## config.mk

```make
export PLATFORM = sky130hd
export DESIGN_NAME = tws_master
export DESIGN_NICKNAME = d
export VERILOG_FILES = /design/src/rtl/tws_pkg.sv /design/src/rtl/tws_timer.sv /design/src/rtl/tws_shreg.sv /design/src/rtl/tws_ctrl.sv /design/src/rtl/tws_master.sv
export SDC_FILE = /design/constraint.sdc
export NUM_CORES = 1
export LEC_CHECK = 0
export BUFFER_PORTS_ARGS = -buffer_cell sky130_fd_sc_hd__buf_2
export CAP_MARGIN = 20
export CORE_AREA = 2 2 85 87
export CTS_CLUSTER_DIAMETER = 30
export DETAILED_ROUTE_END_ITERATION = 8
export DIE_AREA = 0 0 87 89
export PLACE_DENSITY = 0.61
export SYNTH_ARGS = -nofsm -noshare
export SYNTH_HDL_FRONTEND = slang
export SYNTH_SLANG_ARGS = --single-unit
```

## constraint.sdc

```tcl
create_clock -name clk -period 3.48 [get_ports clk]
set_input_delay 0.348 -clock clk [delete_from_list [all_inputs] [get_ports clk]]
set_output_delay 0.348 -clock clk [all_outputs]
set_load 0.01 [all_outputs]
```

## src/rtl/tws_pkg.sv

```systemverilog
`timescale 1ns/1ps
package tws_pkg;

    localparam int BYTE_W   = 8;
    localparam int ADDR_W   = BYTE_W - 1;
    localparam int BITIDX_W = $clog2(BYTE_W);

    typedef enum logic [2:0] {
        ST_IDLE,
        ST_SETUP,
        ST_LOW,
        ST_HIGH,
        ST_TAIL
    } tws_state_e;

    typedef enum logic [1:0] {
        PH_CMD,
        PH_WR,
        PH_RD
    } tws_phase_e;

    // Command byte layout: address in the upper bits, direction in bit 0.
    typedef struct packed {
        logic [ADDR_W-1:0] addr;
        logic              rd;
    } tws_cmd_t;

    function automatic tws_cmd_t make_cmd(input logic [ADDR_W-1:0] a, input logic r);
        tws_cmd_t c;
        c.addr = a;
        c.rd   = r;
        return c;
    endfunction

    function automatic int max2(input int a, input int b);
        return (a > b) ? a : b;
    endfunction

endpackage

```

## src/rtl/tws_timer.sv

```systemverilog
`timescale 1ns/1ps
module tws_timer #(
    parameter int W = 8
) (
    input  logic         clk,
    input  logic         rst,
    input  logic         load,
    input  logic [W-1:0] load_val,
    output logic         expire
);

    logic [W-1:0] cnt;

    // Counts down to zero and holds there. A phase loaded with N-1 lasts N cycles.
    always_ff @(posedge clk) begin
        if (rst) begin
            cnt <= '0;
        end else if (load) begin
            cnt <= load_val;
        end else if (cnt != '0) begin
            cnt <= cnt - 1'b1;
        end
    end

    assign expire = (cnt == '0);

endmodule

```

## src/rtl/tws_shreg.sv

```systemverilog
`timescale 1ns/1ps
module tws_shreg #(
    parameter int W = 8
) (
    input  logic         clk,
    input  logic         rst,
    input  logic         load,
    input  logic [W-1:0] load_val,
    input  logic         shift,
    input  logic         sin,
    output logic [W-1:0] q
);

    // One register serves both directions: bit 0 leaves first, new bits enter at the top.
    always_ff @(posedge clk) begin
        if (rst) begin
            q <= '0;
        end else if (load) begin
            q <= load_val;
        end else if (shift) begin
            q <= {sin, q[W-1:1]};
        end
    end

endmodule

```

## src/rtl/tws_ctrl.sv

```systemverilog
`timescale 1ns/1ps
module tws_ctrl
    import tws_pkg::*;
#(
    parameter int SETUP_CYC = 800,
    parameter int HALF_CYC  = 200,
    parameter int LEN_W     = 5,
    parameter int TW        = 10
) (
    input  logic              clk,
    input  logic              rst,
    input  logic              req_valid,
    input  logic [ADDR_W-1:0] req_addr,
    input  logic              req_read,
    input  logic [LEN_W-1:0]  req_len,
    input  logic              tmr_exp,
    output logic              tmr_load,
    output logic [TW-1:0]     tmr_val,
    input  logic [BYTE_W-1:0] sh_q,
    output logic              sh_load,
    output logic [BYTE_W-1:0] sh_val,
    output logic              sh_shift,
    input  logic [BYTE_W-1:0] wr_data,
    output logic              wr_take,
    output logic [BYTE_W-1:0] rd_data,
    output logic              rd_valid,
    output logic              busy,
    output logic              done,
    output logic              ce,
    output logic              sck,
    output logic              sio_oe
);

    localparam logic [TW-1:0]       SETUP_LD = TW'(SETUP_CYC - 1);
    localparam logic [TW-1:0]       HALF_LD  = TW'(HALF_CYC - 1);
    localparam logic [BITIDX_W-1:0] LAST_BIT = BITIDX_W'(BYTE_W - 1);

    tws_state_e           state, state_n;
    tws_phase_e           phase;
    logic [BITIDX_W-1:0]  bitcnt;
    logic [LEN_W-1:0]     bleft;
    logic                 rd_q;
    logic                 accept;
    logic                 byte_end;
    logic                 last_byte;
    logic                 need_wr;
    tws_cmd_t             cmd_w;

    assign cmd_w     = make_cmd(req_addr, req_read);
    assign last_byte = (phase != PH_CMD) && (bleft == '0);
    assign need_wr   = (phase == PH_CMD) ? !rd_q : ((phase == PH_WR) && !last_byte);
    assign busy      = (state != ST_IDLE);

    always_comb begin
        state_n  = state;
        tmr_load = 1'b0;
        tmr_val  = HALF_LD;
        sh_load  = 1'b0;
        sh_val   = wr_data;
        sh_shift = 1'b0;
        accept   = 1'b0;
        byte_end = 1'b0;
        unique case (state)
            ST_IDLE: begin
                if (req_valid) begin
                    accept   = 1'b1;
                    state_n  = ST_SETUP;
                    tmr_load = 1'b1;
                    tmr_val  = SETUP_LD;
                    sh_load  = 1'b1;
                    sh_val   = cmd_w;
                end
            end
            ST_SETUP: begin
                if (tmr_exp) begin
                    state_n  = ST_LOW;
                    tmr_load = 1'b1;
                end
            end
            ST_LOW: begin
                if (tmr_exp) begin
                    state_n  = ST_HIGH;
                    tmr_load = 1'b1;
                    sh_shift = (phase == PH_RD);
                end
            end
            ST_HIGH: begin
                if (tmr_exp) begin
                    tmr_load = 1'b1;
                    if (bitcnt == LAST_BIT) begin
                        byte_end = 1'b1;
                        state_n  = last_byte ? ST_TAIL : ST_LOW;
                        sh_load  = need_wr;
                    end else begin
                        state_n  = ST_LOW;
                        sh_shift = (phase != PH_RD);
                    end
                end
            end
            ST_TAIL: begin
                if (tmr_exp) begin
                    state_n = ST_IDLE;
                end
            end
            default: state_n = ST_IDLE;
        endcase
    end

    always_ff @(posedge clk) begin
        if (rst) begin
            state    <= ST_IDLE;
            phase    <= PH_CMD;
            bitcnt   <= '0;
            bleft    <= '0;
            rd_q     <= 1'b0;
            ce       <= 1'b0;
            sck      <= 1'b0;
            sio_oe   <= 1'b0;
            done     <= 1'b0;
            rd_valid <= 1'b0;
            wr_take  <= 1'b0;
            rd_data  <= '0;
        end else begin
            state    <= state_n;
            done     <= 1'b0;
            rd_valid <= 1'b0;
            wr_take  <= sh_load && !accept;
            if (accept) begin
                ce     <= 1'b1;
                sio_oe <= 1'b1;
                phase  <= PH_CMD;
                bitcnt <= '0;
                bleft  <= req_len;
                rd_q   <= req_read;
            end
            if (state == ST_LOW && tmr_exp) begin
                sck <= 1'b1;
            end
            if (state == ST_HIGH && tmr_exp) begin
                sck    <= 1'b0;
                bitcnt <= bitcnt + 1'b1;
                if (byte_end) begin
                    if (phase == PH_CMD) begin
                        phase <= rd_q ? PH_RD : PH_WR;
                        if (rd_q) begin
                            sio_oe <= 1'b0;
                        end
                    end else begin
                        if (bleft != '0) begin
                            bleft <= bleft - 1'b1;
                        end
                        if (phase == PH_RD) begin
                            rd_data  <= sh_q;
                            rd_valid <= 1'b1;
                        end
                    end
                end
            end
            if (state == ST_TAIL && tmr_exp) begin
                ce     <= 1'b0;
                sio_oe <= 1'b0;
                done   <= 1'b1;
            end
        end
    end

    AST_OE_BEFORE_SAMPLE: assert property (@(posedge clk) disable iff (rst)
        (state == ST_LOW && tmr_exp && phase == PH_RD) |-> (!sio_oe && $past(!sio_oe)));

    AST_TAIL_ON_BYTE_EDGE: assert property (@(posedge clk) disable iff (rst)
        (state == ST_TAIL) |-> (bitcnt == '0 && !sck));

    AST_CMD_OE_HIGH: assert property (@(posedge clk) disable iff (rst)
        (state == ST_HIGH && phase != PH_RD) |-> sio_oe);

endmodule

```

## src/rtl/tws_master.sv

```systemverilog
`timescale 1ns/1ps
module tws_master
    import tws_pkg::*;
#(
    parameter int SETUP_CYC = 800,
    parameter int HALF_CYC  = 200,
    parameter int LEN_W     = 5
) (
    input  logic             clk,
    input  logic             rst,
    input  logic             req_valid,
    input  logic [6:0]       req_addr,
    input  logic             req_read,
    input  logic [LEN_W-1:0] req_len,
    input  logic [7:0]       wr_data,
    output logic             wr_take,
    output logic [7:0]       rd_data,
    output logic             rd_valid,
    output logic             busy,
    output logic             done,
    output logic             ce,
    output logic             sck,
    output logic             sio_out,
    output logic             sio_oe,
    input  logic             sio_in
);

    localparam int TMAX = max2(SETUP_CYC, HALF_CYC);
    localparam int TW   = $clog2(TMAX + 1);

    logic              tmr_load;
    logic [TW-1:0]     tmr_val;
    logic              tmr_exp;
    logic              sh_load;
    logic [BYTE_W-1:0] sh_val;
    logic              sh_shift;
    logic [BYTE_W-1:0] sh_q;

    tws_timer #(.W(TW)) u_timer (
        .clk      (clk),
        .rst      (rst),
        .load     (tmr_load),
        .load_val (tmr_val),
        .expire   (tmr_exp)
    );

    tws_shreg #(.W(BYTE_W)) u_shreg (
        .clk      (clk),
        .rst      (rst),
        .load     (sh_load),
        .load_val (sh_val),
        .shift    (sh_shift),
        .sin      (sio_in),
        .q        (sh_q)
    );

    tws_ctrl #(
        .SETUP_CYC (SETUP_CYC),
        .HALF_CYC  (HALF_CYC),
        .LEN_W     (LEN_W),
        .TW        (TW)
    ) u_ctrl (
        .clk       (clk),
        .rst       (rst),
        .req_valid (req_valid),
        .req_addr  (req_addr),
        .req_read  (req_read),
        .req_len   (req_len),
        .tmr_exp   (tmr_exp),
        .tmr_load  (tmr_load),
        .tmr_val   (tmr_val),
        .sh_q      (sh_q),
        .sh_load   (sh_load),
        .sh_val    (sh_val),
        .sh_shift  (sh_shift),
        .wr_data   (wr_data),
        .wr_take   (wr_take),
        .rd_data   (rd_data),
        .rd_valid  (rd_valid),
        .busy      (busy),
        .done      (done),
        .ce        (ce),
        .sck       (sck),
        .sio_oe    (sio_oe)
    );

    assign sio_out = sh_q[0];

    AST_SCK_IDLE_LOW: assert property (@(posedge clk) disable iff (rst)
        !ce |-> !sck);

    AST_CE_RISE_FROM_ACCEPT: assert property (@(posedge clk) disable iff (rst)
        (ce && !$past(ce)) |-> $past(req_valid && !busy));

    AST_DONE_AFTER_CE_FALL: assert property (@(posedge clk) disable iff (rst)
        done |-> (!ce && $past(ce) && !busy));

    AST_READ_BYTE_UNDRIVEN: assert property (@(posedge clk) disable iff (rst)
        rd_valid |-> !sio_oe);

endmodule

```

### Yosys cells after proc, flatten, opt, wreduce, memory -nomap -nowiden

Cells that the tools add are included.
W data, S select, Z words.

| word-level totals | value |
|---|---|
| register bits | 46 |
| latch bits | 0 |
| bits in writable memories | 0 |
| ROM bits | 0 |
| input port bits | 25 |
| output and inout bits | 16 |
| memories kept | 0 |

| operators by class | value |
|---|---|
| add/subtract/negate cells | 3 |
| multipliers | 0 |
| div/mod/pow operators | 0 |
| order comparisons | 0 |
| equal/unequal tests | 13 |
| shift operators | 0 |
| mux-type cells | 50 |
| bitwise gates (word level) | 3 |
| reductions and logical operators | 26 |

Operators with widths:

| operator | number |
|---|---|
| $mux W10 | 4 |
| $mux W8 | 4 |
| $mux W3 | 9 |
| $mux W5 | 5 |
| $mux W1 | 19 |
| $pmux W3 S5 | 1 |
| $logic_not A10 Y1 | 1 |
| $mux W2 | 5 |
| $reduce_bool A10 Y1 | 1 |
| $sub A10 B1 Y10 const B | 1 |
| $ne A2 B1 Y1 const B | 4 |
| $reduce_bool A2 Y1 | 4 |
| $eq A3 B2 Y1 const B | 2 |
| $eq A3 B3 Y1 const B | 2 |
| $logic_and A1 B1 Y1 | 6 |
| $pmux W1 S2 | 3 |
| $logic_not A5 Y1 | 1 |
| $reduce_and A5 Y1 | 1 |
| $reduce_bool A5 Y1 | 1 |
| $sub A5 B1 Y5 const B | 1 |
| $ne A2 B2 Y1 const B | 2 |
| $reduce_and A4 Y1 | 1 |
| $reduce_or A2 Y1 | 2 |
| $reduce_or A4 Y1 | 1 |
| other kinds (10) | 14 |

### Logic depth before layout (Yosys ltp)

Gate-level depths: netlist (run 1).

| logic depth | value |
|---|---|
| depth in word-level cells | 9 |
| depth in mapped cells | 8 |
| mapped depth without buffers | 7 |

### Modules after synthesis

From an unflattened synthesis (run 1), not the netlist that was laid out.

| second synthesis, totals | value |
|---|---|
| cell total of the unflattened synthesis | 283 |
| area total of the unflattened synthesis | 2497.4 sq um |

By module, submodules not included:

| module | instances | cells each | area an instance (sq um) | sequential area each (sq um) |
|---|---|---|---|---|
| tws_ctrl | 1 | 175 | 1515.2 | 560.5 |
| tws_timer | 1 | 73 | 613.1 | 200.2 |
| tws_shreg | 1 | 35 | 369.1 | 160.2 |

### Worst setup path after synthesis (run 1)

OpenSTA, ideal clock, no wires.

| path | value |
|---|---|
| kind | register -> register |
| start point | register u_timer.cnt[0] |
| end point | register u_shreg.q[0] |
| library setup time | 92 ps |
| data arrival time | 1939 ps |
| slack | 1449 ps |
| stages on the path, launching flop included | 8 |
| path buffers | 0 |
| period minus slack after synthesis | 2031 ps |
| cells stage by stage | dfxtp_1 inv_1 ha_1 or4b_2 nor4_4 and2_4 a211oi_2 o32ai_1 |

| on the way | value |
|---|---|
| word-level cells in the longest chain between the ends | 4 |

RTL lines:

| item | line | text |
|---|---|---|
| from (decl) | tws_timer.sv:12 | `logic [W-1:0] cnt;` |
| from (signal assigned) | tws_timer.sv:19 | `cnt <= load_val;` |
| from (signal assigned) | tws_timer.sv:21 | `cnt <= cnt - 1'b1;` |
| $logic_not A10 Y1 (*) | tws_timer.sv:25 | `assign expire = (cnt == '0);` |
| $mux W1, on equally long branches | tws_ctrl.sv:88, tws_ctrl.sv:81 |  |
| $pmux W1 S2 | tws_ctrl.sv:63 | `unique case (state)` |
| $mux W8 or $reduce_bool A2 Y1 (tied branches) | n/a |  |
| to (signal assigned) | tws_shreg.sv:19 | `q <= load_val;` |
| to (signal assigned) | tws_shreg.sv:21 | `q <= {sin, q[W-1:1]};` |
| to (decl) | tws_shreg.sv:11 | `output logic [W-1:0] q` |

Mark *: on every way between the ends. The rest lies on a longest branch, timed or not.
A chain may end at the register's enable or synchronous reset.

### Final worst setup path (run 1)

| path | value |
|---|---|
| start point | register u_timer.cnt[0] |
| end point | register u_ctrl.bleft[1] |

| on the way | value |
|---|---|
| word-level cells in the longest chain between the ends | 5 |

RTL lines:

| item | line | text |
|---|---|---|
| $logic_not A10 Y1 (*) | tws_timer.sv:25 |  |
| $mux W1 | tws_ctrl.sv:88 | `if (tmr_exp) begin` |
| $mux W1 | tws_ctrl.sv:63 |  |
| $mux W5 | tws_ctrl.sv:142 | `if (byte_end) begin` |
| $mux W5 (*) | tws_ctrl.sv:139 | `if (state == ST_HIGH && tmr_exp) begin` |
| to (signal assigned) | tws_ctrl.sv:133 | `bleft <= req_len;` |
| to (signal assigned) | tws_ctrl.sv:150 | `bleft <= bleft - 1'b1;` |
| to (decl) | tws_ctrl.sv:41 | `logic [LEN_W-1:0] bleft;` |

Marked as above.

==> impl_metrics.py, run 1 <==
metrics = {
    "clock_tree": {
        "cts_resized": 0,
        "cts_tree": "built",
        "cts_buffer_depth": 2,
        "cts_root_buf": "clkbuf_8",
        "numCtsBuffers": 5,
        "clk_latency_ns": 0.30,
        "cts_sinks": 46,
        "postCtsSetupBuffers": 0,
        "path_clk_slew_ns": 0.09,
        "cts_hold_buf": 0,
        "htree_levels": 2,
    },
    "detailed_routing": {
        "firstDrtPassIters": 4,
        "avgRoutedWirePerCell_um": 14.26,
        "drt.antenna.violating_nets": 0,
        "viasPerCell": 5.407,
        "drtIter0Drc": 111,
        "dr_total_vias": 2087,
        "drc_errors": 0,
        "wirelength_um": 5506,
    },
    "setup_path": {
        "critPathKind": "flip-flop to flip-flop",
        "worst-path-max-fanout": 14,
        "end_kind": "flip-flop",
        "cp-start-kind": "flip-flop",
        "critPathRequiredTime_ns": 3.69,
        "arrival_ns": 2.95,
    },
    "sta": {
        "min_period_ns": 2.745,
        "hold_viol": 0,
        "fin_setup_tns_ns": 0,
        "rsz0062_at_grt": "false",
        "slew_headroom_pct": 46.01,
        "fmax_mhz": 364.2,
        "maxSlewViolCount": 0,
        "finClkSkew_ns": 0.01139,
        "tightest_slew_ns": 0.8099,
        "setup_viol": 0,
        "post-route-period-util_pct": 78.89,
    },
    "outcome": {
        "status": "completed",
    },
    "global_route": {
        "gr-total-overflow": 0,
        "grt_max_degree": 46,
        "grt_use_total_pct": 14.40,
        "grt_pass1_wl_um": 8866,
        "antenna_found_initial": 0,
        "grt_pass1_vias": 1843,
    },
    "logic_synthesis": {
        "ys_seq_area_share_pct": 39.21,
        "syn_area_mm2": 0.002349,
        "ys_types": 53,
        "ys_top_cells_by_area": "dfxtp_1, nor2_1, mux2i_1",
        "netlist.area_leader.share_pct": 39.21,
        "netlist_instances": 274,
        "syn-num-nets": 303,
        "ys_seq_elements": 46,
        "yosysTopAreaCell": "dfxtp_1",
        "async_reset_ff_share_pct": 0,
        "yosysMostFrequentCell": "dfxtp_1",
        "syn_avg_cell_area_um2": 8.571,
        "ys.flop_type": "dfxtp_1",
        "synth_commonest_cells": "dfxtp_1, nor2_1, a21oi_1",
        "yosys_warnings": 0,
        "synth_edf_count": 0,
    },
    "min_path": {
        "min_path_type": "input pin to flip-flop",
    },
    "finish": {
        "finalNetCount": 334,
        "fin_area_mm2": 0.002675,
        "layout-drive-gt1-share_pct": 22.55,
        "area_growth_pct": 13.91,
        "antenna_cells": 0,
    },
    "power": {
        "power_frac_seq_pct": 51.5,
        "power_per_cell_area_mw_per_mm2": 433.9,
        "leakage_nw": 1.122,
        "swShare_pct": 30.28,
        "vdd_drop_max_mv": 0.1596,
        "combPwrFrac_pct": 19.2,
        "p_switching_mw": 0.3515,
        "p_int_mw": 0.8092,
        "clkPwrFrac_pct": 29.3,
    },
    "floorplanning": {
        "die_x_um": 87,
        "io_pins": 41,
        "fp-row-count": 30,
        "coreArea_mm2": 0.006719,
        "die_area_mm2": 0.007743,
        "initial_core_util_pct": 34.95,
        "die_h_um": 89,
    },
    "placed_design": {
        "place_congestion": 0.8307,
        "place_area_mm2": 0.002580,
        "portBuffers": 40,
        "hpwl_um": 3877,
    },
    "flow_run": {
        "drv_cap": 0,
    },
}
-- metrics by stage --
stage	worst slack (ns)	instances	total power [mW]	hold slack [ns]	utilization [%]
final	0.7345	386	1.161	0.2399	39.81
after global routing	0.4702	386	1.228	0.2378	39.81
after CTS	0.7644	386	1.174	0.2309	39.81
after floorplan	1.449	274	0.7792	0.4451	-
after global placement	0.9396	378	0.8303	0.4555	38.40
after detailed placement	0.7725	378	0.8320	0.4614	38.40
-- registers in the layout, summed over array words and instances, names as in the netlist --
register,cells
u_ctrl.sck,1
u_ctrl.rd_data,8
u_ctrl.bitcnt,3
u_ctrl.rd_q,1
u_timer.cnt,10
u_ctrl.done,1
u_ctrl.ce,1
u_ctrl.wr_take,1
u_shreg.q,8
u_ctrl.sio_oe,1
u_ctrl.state,3
u_ctrl.bleft,5
u_ctrl.phase,2
u_ctrl.rd_valid,1
-- metal layers --
metal / vias up / track usage [%] / part of all wire, %
li1: 1053 / - / -
met1: 976 / 19.37 / 48
met2: 50 / 22.90 / 45
met3: 8 / 3.601 / 4.9
met4: 0 / 4.261 / 1.6
met5: - / 0 / 0
-- cell families (layout without fill, tap and decap cells) --
group / after synthesis / after routing / synth area share [%]
XOR/XNOR: 2 / 2 / 0.7460
AO/OA/AOI/OAI: 64 / 64 / 18.01
AND/OR/NAND/NOR: 119 / 119 / 29.09
flip-flops: 46 / 46 / 39.21
buffers and inverters: 25 / 57 / 4.795
multiplexers: 14 / 14 / 6.020
adder cells (fa/ha/maj): 4 / 4 / 2.131
-- worst paths after layout --
check / from / end / slack (ns) / cells past startpoint
worst max-delay path: u_timer.cnt[0] / u_ctrl.bleft[1] / 0.73 / 7
worst min-delay path: req_addr[3] / u_shreg.q[4] / 0.24 / 3
worst max register to register: u_timer.cnt[0] / u_ctrl.bleft[1] / 0.73 / 7
worst min register to register: u_ctrl.bitcnt[1] / u_ctrl.bitcnt[1] / 0.47 / 2
-- power by group through the flow --
| stage | Clock (mW) | Combinational (mW) | Sequential (mW) |
|---|---|---|---|
| after detailed placement | 0 | 0.223 | 0.609 |
| final | 0.340 | 0.223 | 0.598 |
| after global placement | 0 | 0.222 | 0.608 |
| after global routing | 0.375 | 0.248 | 0.605 |
| after CTS | 0.353 | 0.224 | 0.597 |
| after floorplan | 0 | 0.182 | 0.598 |
-- placed cells by master, fill, tap and decap left out, types with 4 or more instances in the layout --
cell,synthesis,routed
a211oi_1,6,6
a21oi_1,20,20
a31oi_1,6,6
buf_2,0,40
clkbuf_8,0,6
dfxtp_1,46,46
ha_1,4,4
inv_1,8,8
mux2i_1,13,13
nand2_1,19,19
nand2b_1,4,4
nand3_1,7,7
nor2_1,39,39
nor3_1,10,10
o21ai_0,9,9
o21bai_1,5,5
or3_1,4,4
-- critical path, stage by stage (launching register included) --
cell and delay [ns]:
dfxtp_1 0.34, inv_1 0.06, ha_1 0.21, nor3b_1 0.48, nand3_1 0.49, nor3_1 0.67, a21oi_1 0.16, a311oi_1 0.24
-- cell type report --
| class | count | area, um2 |
|---|---|---|
| fill | 707 | 4044 |
| clock inverter | 2 | 12.51 |
| tap | 80 | 100.1 |
| inverter | 8 | 30.03 |
| clock buffer | 6 | 82.58 |
| timing repair buffer | 41 | 207.7 |
| multi-input combinational | 203 | 1321 |
| sequential | 46 | 920.9 |
No activity file was read; power rests on OpenSTA's default activity.
==> run 2, diff against run 1 <==
clock period = 2.75 ns   (was 3.48 ns; I/O delays follow)
==> run 2 against run 1 <==
Effect of this change: routed wire length is 3.5% higher; sequential power increased by 27%; critical path depth did not move; register-to-register slack got worse by 0.21 ns; combinational power increased by 30%; fmax is 23% higher; non-clock buffer count up 5; largest power group unchanged; worst hold slack worse by 0.075 ns.
==> impl_metrics.py, run 2 (synthesis results as in run 1) <==
metrics = {
    "global_route": {
        "grt_use_total_pct": 15.24,
        "grt_max_degree": 46,
        "gr-total-overflow": 0,
        "grt_pass1_wl_um": 9466,
        "antenna_found_initial": 0,
        "grt_pass1_vias": 1945,
    },
    "outcome": {
        "status": "completed",
    },
    "floorplanning": {
        "die_area_mm2": 0.007743,
        "io_pins": 41,
        "die_h_um": 89,
        "fp-row-count": 30,
        "die_x_um": 87,
        "coreArea_mm2": 0.006719,
        "initial_core_util_pct": 34.95,
    },
    "clock_tree": {
        "cts_sinks": 46,
        "cts_tree": "built",
        "cts_root_buf": "clkbuf_8",
        "path_clk_slew_ns": 0.10,
        "postCtsSetupBuffers": 0,
        "numCtsBuffers": 5,
        "htree_levels": 2,
        "cts_resized": 0,
        "clk_latency_ns": 0.30,
        "cts_hold_buf": 0,
        "cts_buffer_depth": 2,
    },
    "sta": {
        "post-route-period-util_pct": 80.93,
        "slew_headroom_pct": 44.32,
        "finClkSkew_ns": 0.009854,
        "fmax_mhz": 449.3,
        "fin_setup_tns_ns": 0,
        "min_period_ns": 2.226,
        "rsz0062_at_grt": "false",
        "setup_viol": 0,
        "hold_viol": 0,
        "fin_ws_ns": 0.5245,
        "tightest_slew_ns": 0.8352,
        "maxSlewViolCount": 0,
    },
    "detailed_routing": {
        "drc_errors": 0,
        "dr_total_vias": 2088,
        "drtIter0Drc": 90,
        "avgRoutedWirePerCell_um": 14.57,
        "viasPerCell": 5.340,
        "firstDrtPassIters": 4,
        "wirelength_um": 5698,
        "drt.antenna.violating_nets": 0,
    },
    "setup_path": {
        "startpoint": "u_timer.cnt[0]",
        "critPathRequiredTime_ns": 2.97,
        "cp_top_family": "simple AND/OR/NAND/NOR gates",
        "critPathKind": "flip-flop to flip-flop",
        "crit_buf_inv": 1,
        "arrival_ns": 2.44,
        "worst-path-max-fanout": 5,
        "r2r-start": "u_timer.cnt[0]",
        "worst_path_max_delay_cell": "or4b_2",
        "cp_slowest_stage_delay_ns": 0.63,
        "cp-start-kind": "flip-flop",
        "crit_chain": "inv_1, ha_1, or4b_2, nor4_4, and2_4, nor2_1, a211oi_1",
        "end_kind": "flip-flop",
    },
    "finish": {
        "final_common_cell": "dfxtp_1",
        "finalNetCount": 339,
        "top_regs": "u_timer.cnt (10), u_ctrl.rd_data (8), u_shreg.q (8)",
        "antenna_cells": 0,
        "regMostFlops": "u_timer.cnt",
        "final_util_pct": 40.65,
        "layout-drive-gt1-share_pct": 23.79,
        "area_growth_pct": 16.30,
        "largest_reg_flops": 10,
        "layout_common_cells": "dfxtp_1, buf_2, nor2_1",
    },
    "flow_run": {
        "drv_cap": 0,
    },
    "power": {
        "vdd_drop_max_mv": 0.2464,
        "finalPower_mw": 1.561,
        "power_per_cell_area_mw_per_mm2": 571.7,
        "leakage_nw": 1.151,
    },
    "placed_design": {
        "portBuffers": 40,
        "place_ws_ns": 0.5218,
        "place_congestion": 0.7729,
        "hpwl_um": 4042,
    },
    "min_path": {
        "min-delay-start": "req_addr[3]",
        "min_path_type": "input pin to flip-flop",
    },
}
run 2: power breakdown:
group          leakage, nW  switching (mW)  internal [mW]  total (mW)
sequential           0.377          0.0495          0.708       0.758
clock               0.0504           0.243          0.271       0.513
combinational        0.723           0.170          0.120       0.291
run 2: routing by layer:
layer  track usage, %  vias to the layer above  wire, um
li1                 -                     1069         -
met1            20.23                      965      2736
met2            25.05                       48      2643
met3            3.601                        6       264
met4            3.835                        0        53
met5                0                        -         0
run 2: area by class of cell:
class	count	area [um2]
clock inverter	3	45.04
inverter	8	30.03
tap	80	100.1
timing repair buffer	46	245.2
clock buffer	5	68.82
fill	687	3988
multi-input combinational	203	1321
sequential	46	920.9
run 2: tightest hold or removal path, stage by stage:
cell and delay (ns):
buf_2 0.08, nand2_1 0.04, o31ai_1 0.05
run 2: worst paths after layout:
path	endpoint	slack, ns	cells after the start
min reg2reg	u_ctrl.rd_q	0.47	2
min	u_shreg.q[4]	0.17	3
max	u_shreg.q[1]	0.52	7
max reg2reg	u_shreg.q[1]	0.52	7
run 2: stage by stage:
stage	area, um2	hold slack [ns]	cells
after floorplan	2349	0.3835	274
after global placement	2618	0.4575	383
after detailed placement	2618	0.4595	383
after CTS	2731	0.1568	391
after global routing	2731	0.1646	391
final	2731	0.1651	391
